--- config.mk ---
export PLATFORM = sky130hd
export DESIGN_NAME = uart_mcls
export DESIGN_NICKNAME = d
export VERILOG_FILES = /design/src/rtl/uart_mcls_pkg.sv /design/src/rtl/mcls_modem_ctl.sv /design/src/rtl/mcls_brk_det.sv /design/src/rtl/mcls_line_stat.sv /design/src/rtl/uart_mcls.sv
export SDC_FILE = /design/constraint.sdc
export NUM_CORES = 1
export LEC_CHECK = 0
export BUFFER_PORTS_ARGS = -buffer_cell sky130_fd_sc_hd__buf_2
export CAP_MARGIN = 15
export CORE_MARGIN = 2
export CORE_UTILIZATION = 51
export DETAILED_ROUTE_END_ITERATION = 16
export GPL_TIMING_DRIVEN = 0
export PLACE_DENSITY = 0.85
export SETUP_SLACK_MARGIN = 0.4
export SLEW_MARGIN = 20
export SYNTH_ARGS = -nofsm -noshare
export SYNTH_HDL_FRONTEND = slang
export SYNTH_SLANG_ARGS = --single-unit
--- constraint.sdc ---
create_clock -name clk -period 6.17 [get_ports clk]
set_clock_uncertainty 0.2 [all_clocks]
set_input_delay 1.234 -clock clk [delete_from_list [all_inputs] [get_ports clk]]
set_output_delay 1.234 -clock clk [all_outputs]
set_load 0.02 [all_outputs]
--- src/rtl/uart_mcls_pkg.sv ---
package uart_mcls_pkg;

    typedef struct packed {
        logic loop;
        logic out2;
        logic out1;
        logic rts;
        logic dtr;
    } mcr_t;

    localparam int unsigned CTL_BITS  = 5;
    localparam int unsigned LSR_BITS  = 8;
    localparam int unsigned MSR_BITS  = 4;
    localparam int unsigned NUM_MODEM = 4;

    localparam int unsigned REG_CTL = 0;
    localparam int unsigned REG_LSR = 1;
    localparam int unsigned REG_MSR = 2;
    localparam int unsigned NUM_REG = 3;

    // status bit k is fed in loopback from control bit LB_SRC[k]
    // (control bits: 0 dtr, 1 rts, 2 out1, 3 out2; status: 0 cts, 1 dsr, 2 ri, 3 dcd)
    localparam int unsigned LB_SRC [0:3] = '{1, 0, 2, 3};

endpackage

--- src/rtl/mcls_modem_ctl.sv ---
module mcls_modem_ctl
    import uart_mcls_pkg::*;
(
    input  logic                 clk,
    input  logic                 rst_n,
    input  logic                 wr_en,
    input  mcr_t                 wr_val,
    input  logic                 tx_sout,
    input  logic [NUM_MODEM-1:0] stat_pin_n,
    output mcr_t                 ctl,
    output logic                 sout,
    output logic [NUM_MODEM-1:0] ctl_pin_n,
    output logic [MSR_BITS-1:0]  msr
);

    typedef struct packed {
        mcr_t ctl;
    } st_t;

    st_t st_d, st_q;

    always_comb begin
        st_d = st_q;
        if (wr_en) begin
            st_d.ctl = wr_val;
        end
    end

    always_ff @(posedge clk or negedge rst_n) begin
        if (!rst_n) begin
            st_q <= '0;
        end else begin
            st_q <= st_d;
        end
    end

    logic [NUM_MODEM-1:0] ctl_bits;
    assign ctl_bits = {st_q.ctl.out2, st_q.ctl.out1, st_q.ctl.rts, st_q.ctl.dtr};
    assign ctl      = st_q.ctl;
    assign sout     = st_q.ctl.loop ? 1'b1 : tx_sout;

    for (genvar k = 0; k < NUM_MODEM; k++) begin : g_modem
        assign ctl_pin_n[k] = st_q.ctl.loop ? 1'b1 : ~ctl_bits[k];
        assign msr[k]       = st_q.ctl.loop ? ctl_bits[LB_SRC[k]] : ~stat_pin_n[k];
    end

    p_dtr_low_r2: assert property (@(posedge clk) disable iff (!rst_n)
        (wr_en && !wr_val.loop && wr_val.dtr) |=> !ctl_pin_n[0]);

    p_loop_idle_r3: assert property (@(posedge clk) disable iff (!rst_n)
        (wr_en && wr_val.loop) |=> (sout && (ctl_pin_n == '1)));

    p_loop_cts_r4: assert property (@(posedge clk) disable iff (!rst_n)
        (wr_en && wr_val.loop && wr_val.rts) |=> msr[0]);

endmodule

--- src/rtl/mcls_brk_det.sv ---
module mcls_brk_det #(
    parameter int unsigned FRAME_BITS = 12
) (
    input  logic clk,
    input  logic rst_n,
    input  logic sin,
    input  logic bit_tick,
    output logic brk_evt
);

    localparam int unsigned CW = $clog2(FRAME_BITS + 2);

    typedef struct packed {
        logic [CW-1:0] cnt;
        logic          armed;
    } st_t;

    st_t st_d, st_q;

    always_comb begin
        st_d    = st_q;
        brk_evt = 1'b0;
        if (sin) begin
            st_d.cnt   = '0;
            st_d.armed = 1'b1;
        end else if (bit_tick && st_q.armed) begin
            if (st_q.cnt == CW'(FRAME_BITS)) begin
                brk_evt    = 1'b1;
                st_d.armed = 1'b0;
                st_d.cnt   = '0;
            end else begin
                st_d.cnt = st_q.cnt + 1'b1;
            end
        end
    end

    always_ff @(posedge clk or negedge rst_n) begin
        if (!rst_n) begin
            st_q <= '{cnt: '0, armed: 1'b1};
        end else begin
            st_q <= st_d;
        end
    end

    p_cnt_bound_r8: assert property (@(posedge clk) disable iff (!rst_n)
        st_q.cnt <= CW'(FRAME_BITS));

    p_once_r8: assert property (@(posedge clk) disable iff (!rst_n)
        (brk_evt && !sin) |=> !st_q.armed);

endmodule

--- src/rtl/mcls_line_stat.sv ---
module mcls_line_stat
    import uart_mcls_pkg::*;
#(
    parameter int unsigned FIFO_DEPTH = 16
) (
    input  logic                clk,
    input  logic                rst_n,
    input  logic                clr,
    input  logic                oe_evt,
    input  logic                pe_evt,
    input  logic                fe_evt,
    input  logic                brk_evt,
    input  logic                thr_empty,
    input  logic                tsr_empty,
    input  logic                fifo_mode,
    input  logic                err_push,
    input  logic                err_pop,
    output logic [LSR_BITS-1:0] lsr
);

    localparam int unsigned CW = $clog2(FIFO_DEPTH + 1);

    typedef struct packed {
        logic          oe;
        logic          pe;
        logic          fe;
        logic          bi;
        logic          thre;
        logic          temt;
        logic [CW-1:0] ecnt;
    } st_t;

    st_t st_d, st_q;

    always_comb begin
        st_d      = st_q;
        st_d.thre = thr_empty;
        st_d.temt = thr_empty & tsr_empty;
        if (clr) begin
            st_d.oe = 1'b0;
            st_d.pe = 1'b0;
            st_d.fe = 1'b0;
            st_d.bi = 1'b0;
        end
        if (oe_evt)  st_d.oe = 1'b1;
        if (pe_evt)  st_d.pe = 1'b1;
        if (fe_evt)  st_d.fe = 1'b1;
        if (brk_evt) st_d.bi = 1'b1;
        if (err_push && !err_pop && st_q.ecnt != CW'(FIFO_DEPTH)) begin
            st_d.ecnt = st_q.ecnt + 1'b1;
        end else if (err_pop && !err_push && st_q.ecnt != '0) begin
            st_d.ecnt = st_q.ecnt - 1'b1;
        end
    end

    always_ff @(posedge clk or negedge rst_n) begin
        if (!rst_n) begin
            st_q <= '{oe: 1'b0, pe: 1'b0, fe: 1'b0, bi: 1'b0,
                      thre: 1'b1, temt: 1'b1, ecnt: '0};
        end else begin
            st_q <= st_d;
        end
    end

    assign lsr = {fifo_mode && (st_q.ecnt != '0), st_q.temt, st_q.thre,
                  st_q.bi, st_q.fe, st_q.pe, st_q.oe, 1'b0};

    p_temt_r5: assert property (@(posedge clk) disable iff (!rst_n)
        st_q.temt |-> st_q.thre);

    p_sticky_r6: assert property (@(posedge clk) disable iff (!rst_n)
        (st_q.fe && !clr) |=> st_q.fe);

    p_clear_r6: assert property (@(posedge clk) disable iff (!rst_n)
        (clr && !oe_evt) |=> !st_q.oe);

    p_keep_r7: assert property (@(posedge clk) disable iff (!rst_n)
        (clr && pe_evt) |=> st_q.pe);

    p_fifo_off_r9: assert property (@(posedge clk) disable iff (!rst_n)
        !fifo_mode |-> !lsr[7]);

    p_ecnt_r9: assert property (@(posedge clk) disable iff (!rst_n)
        (err_push && !err_pop) |=> (st_q.ecnt != '0));

endmodule

--- src/rtl/uart_mcls.sv ---
module uart_mcls
    import uart_mcls_pkg::*;
#(
    parameter int unsigned DATA_W     = 16,
    parameter int unsigned ADDR_W     = 2,
    parameter int unsigned FRAME_BITS = 12,
    parameter int unsigned FIFO_DEPTH = 16
) (
    input  logic              clk,
    input  logic              rst_n,
    input  logic              bus_wr,
    input  logic              bus_rd,
    input  logic [ADDR_W-1:0] bus_addr,
    input  logic [DATA_W-1:0] bus_wdata,
    output logic [DATA_W-1:0] bus_rdata,
    input  logic              tx_sout,
    output logic              sout,
    output logic              dtr_n,
    output logic              rts_n,
    output logic              out1_n,
    output logic              out2_n,
    input  logic              cts_n,
    input  logic              dsr_n,
    input  logic              ri_n,
    input  logic              dcd_n,
    input  logic              sin,
    input  logic              bit_tick,
    input  logic              oe_evt,
    input  logic              pe_evt,
    input  logic              fe_evt,
    input  logic              thr_empty,
    input  logic              tsr_empty,
    input  logic              fifo_mode,
    input  logic              err_push,
    input  logic              err_pop
);

    logic                 sel_ctl, sel_lsr, sel_msr;
    logic                 ctl_wr, lsr_rd;
    mcr_t                 ctl, wr_val;
    logic [NUM_MODEM-1:0] pin_n;
    logic [MSR_BITS-1:0]  msr;
    logic [LSR_BITS-1:0]  lsr;
    logic                 brk_evt;

    always_comb begin
        sel_ctl = (bus_addr == ADDR_W'(REG_CTL));
        sel_lsr = (bus_addr == ADDR_W'(REG_LSR));
        sel_msr = (bus_addr == ADDR_W'(REG_MSR));
        ctl_wr  = bus_wr && sel_ctl;
        lsr_rd  = bus_rd && sel_lsr;
        wr_val  = mcr_t'(bus_wdata[CTL_BITS-1:0]);
    end

    mcls_modem_ctl u_modem (
        .clk        (clk),
        .rst_n      (rst_n),
        .wr_en      (ctl_wr),
        .wr_val     (wr_val),
        .tx_sout    (tx_sout),
        .stat_pin_n ({dcd_n, ri_n, dsr_n, cts_n}),
        .ctl        (ctl),
        .sout       (sout),
        .ctl_pin_n  (pin_n),
        .msr        (msr)
    );

    assign dtr_n  = pin_n[0];
    assign rts_n  = pin_n[1];
    assign out1_n = pin_n[2];
    assign out2_n = pin_n[3];

    mcls_brk_det #(.FRAME_BITS(FRAME_BITS)) u_brk (
        .clk      (clk),
        .rst_n    (rst_n),
        .sin      (sin),
        .bit_tick (bit_tick),
        .brk_evt  (brk_evt)
    );

    mcls_line_stat #(.FIFO_DEPTH(FIFO_DEPTH)) u_lsr (
        .clk       (clk),
        .rst_n     (rst_n),
        .clr       (lsr_rd),
        .oe_evt    (oe_evt),
        .pe_evt    (pe_evt),
        .fe_evt    (fe_evt),
        .brk_evt   (brk_evt),
        .thr_empty (thr_empty),
        .tsr_empty (tsr_empty),
        .fifo_mode (fifo_mode),
        .err_push  (err_push),
        .err_pop   (err_pop),
        .lsr       (lsr)
    );

    always_comb begin
        bus_rdata = '0;
        if (sel_ctl) begin
            bus_rdata[CTL_BITS-1:0] = ctl;
        end else if (sel_lsr) begin
            bus_rdata[LSR_BITS-1:0] = lsr;
        end else if (sel_msr) begin
            bus_rdata[MSR_BITS-1:0] = msr;
        end
    end

    p_rsvd_zero_r1: assert property (@(posedge clk) disable iff (!rst_n)
        (bus_rd && sel_ctl) |-> (bus_rdata[DATA_W-1:CTL_BITS] == '0));

    p_unmapped_r10: assert property (@(posedge clk) disable iff (!rst_n)
        (bus_rd && !sel_ctl && !sel_lsr && !sel_msr) |-> (bus_rdata == '0));

    p_lsr_wr_r10: assert property (@(posedge clk) disable iff (!rst_n)
        (bus_wr && !sel_ctl) |=> $stable(ctl));

endmodule

==> metrics.txt <==
Req. time, crit path 4.74 ns; Clock Tree Root clkbuf_4; largest net degree at the start of global routing 22; post-synth top area cell dfrtp_1; # nets final 230; crit end category output pin; total track usage 0.192; total CTS buffers 3; Worst setup SP type primary input; EDFF count, synth 0; Hold Vio Cnt, Final 0; P_leak 0.774 nW; Critical Path AT 2.26 ns; fin crit period 3.70 ns; remaining antenna violation count 0; Post-synth top cells 18 x dfrtp_1, 14 x a21oi_1, 10 x nand2_1, 10 x nor2_1, 9 x nand2b_1; final worst-path cycle share 0.599; post-CTS sizing 0; vias in the first global route 1012; Yosys top cell area share 0.337; Mapped Area 1340 µm²; core area 2480 µm²; final wirelength 2770 µm; Max Cap Viol 0; reg2reg path depth 9; register area share after synthesis 0.396; fin. max-slew vios 0; Clk pwr share 0.143; Switching Share 0.384; DR DRC count 0; CTS tree done; pwr dens 275 nW/µm²; layout cells sized above 1 0.339; Syn Inst Count 139; P_int 0.272 mW; Crit Path Category in -> out; PortBufs 36; reg2reg setup slack 3.65 ns; prevailing post-synth register cell dfrtp_1; asr flop ratio synth 1.00; die height 55.2 µm; Die Wd 55.2 µm; CTS HTree Levels 1; Worst-path clk slew 0.11 ns; most numerous cell in the Yosys netlist dfrtp_1; Iter 0 DRT Violations 22; die area 3050 µm²; Hold WS 0.290 ns; Final HPWL DP 2230 µm; unrepaired setup endpoints after global routing false; fin cells 216; Bufs on Longest Clock Path 2; switching pwr 0.170 mW; GRT overflow 0; dpl cells 212; Tot Pwr 0.442 mW; average size of a mapped cell 9.61 µm²; fin area 1610 µm²; Cell Rows 18; Final Setup Violations 0; cts hold-fix bufs 0; YS warnings 0; # IOs 58; Reg power frac 0.451; Post CTS Setup Buffer Count 0; initial antenna violation count 0; Worst Path Max Fanout 9; Initial Util 0.539; Synth area leaders dfrtp_1 34%, dfstp_2 5.9%, a21oi_1 5.2%; GPL Wtd Cong 0.774; first-pass GRT wire length 4150 µm; clock latency on the worst-skew pair 0.29 ns; Vias/cell 5.36; fmax 271 MHz; Yosys reg bits 21; Hold WC Path Type reg -> reg; Pre-antenna DRT Iters 4; drt wl/cell 12.8 µm; Post-Route Setup TNS 0 ns; Unique masters post-synth 38; hold path depth 1; post-placement cell area 1580 µm²; VDD IR-drop max 0.198 mV; CTS sink count 21; diodes inserted 0; Synth-to-Final Area Change 20.3%; number of vias in the routed layout 1158; status finished, final reports clean; Comb power frac 0.407
[registers in the layout, summed over array words and instances (netlist names)]
signal       flops
u_lsr.lsr        6
u_brk.st_q       5
u_lsr.st_q       5
u_modem.ctl      5
[metrics by stage]
| stage | util | setup slack [ns] |
|---|---|---|
| after floorplan | - | 2.62 |
| after global placement | 0.638 | 2.58 |
| after detailed placement | 0.638 | 2.50 |
| after CTS | 0.649 | 2.50 |
| after global routing | 0.649 | 2.41 |
| final | 0.649 | 2.47 |
[cell type report]
cell class	instances	area (µm²)
clock buffer	3	22.5
timing repair buffer	36	180
clock inverter	1	5.00
multi-input combinational	108	738
inverter	6	22.5
buffer	11	72.6
sequential	21	529
fill	198	870
tap	30	37.5
[metal layers]
layer | GRT usage | share of wire | vias to the layer above
met3 | 0.0161 | 0.072 | 2
li1 | - | - | 571
met4 | 0.0772 | 0.0083 | 0
met2 | 0.355 | 0.50 | 52
met5 | 0 | 0 | -
met1 | 0.228 | 0.42 | 533
[final timing paths]
path                                                 from                         to
worst max-delay path                          bus_addr[1]               bus_rdata[2]
worst min-delay path             u_lsr.lsr[1]$_DFFE_PN0P_   u_lsr.lsr[1]$_DFFE_PN0P_
worst max register to register  u_lsr.st_q[1]$_DFFE_PN0P_  u_lsr.st_q[4]$_DFFE_PN0P_
worst min register to register   u_lsr.lsr[1]$_DFFE_PN0P_   u_lsr.lsr[1]$_DFFE_PN0P_
max in group asynchronous                           rst_n     u_lsr.lsr[5]$_DFF_PN1_
min in group asynchronous                           rst_n  u_brk.st_q[4]$_DFFE_PN0P_
[kinds of logic after synthesis]
family | after synthesis | share of synthesized area
simple gates | 48 | 0.205
compound gates | 33 | 0.154
flops | 21 | 0.396
buf+inv | 17 | 0.0712
mux | 11 | 0.0964
fa+ha+maj | 6 | 0.0618
xor+xnor | 2 | 0.0131
other cells | 1 | 0.00281
[critical path, cell delays in order]
cell and delay [ns]:
clkbuf_1 0.34, nand2b_1 0.15, nor2_1 0.11, a21oi_1 0.06, o22ai_1 0.18, buf_2 0.19
[power groups by stage]
stage / clock network (mW) / registers [mW] / logic, mW
after floorplan: 0 / 0.191 / 0.136
after global placement: 0 / 0.200 / 0.171
after detailed placement: 0 / 0.201 / 0.180
after CTS: 0.0656 / 0.199 / 0.180
after global routing: 0.0725 / 0.203 / 0.202
final: 0.0631 / 0.199 / 0.180
[layout by cell type, fill, tap and decap left out, drive strengths merged, types with 2 or more instances in the layout]
cell,netlist,routed
o21ai,4,4
a211oi,2,2
a21oi,14,14
dfstp,3,3
and2,3,3
mux2,5,5
nor2,10,10
nand3,3,3
mux2i,5,5
a21o,5,5
dfrtp,18,18
inv,6,6
nand2,10,10
nor2b,3,3
clkbuf,2,5
nand2b,9,9
buf,9,45
ha,5,5
conb,1,8
or4,2,2
or2,2,2
o22ai,3,3
Power figures use the tool's default switching activity.
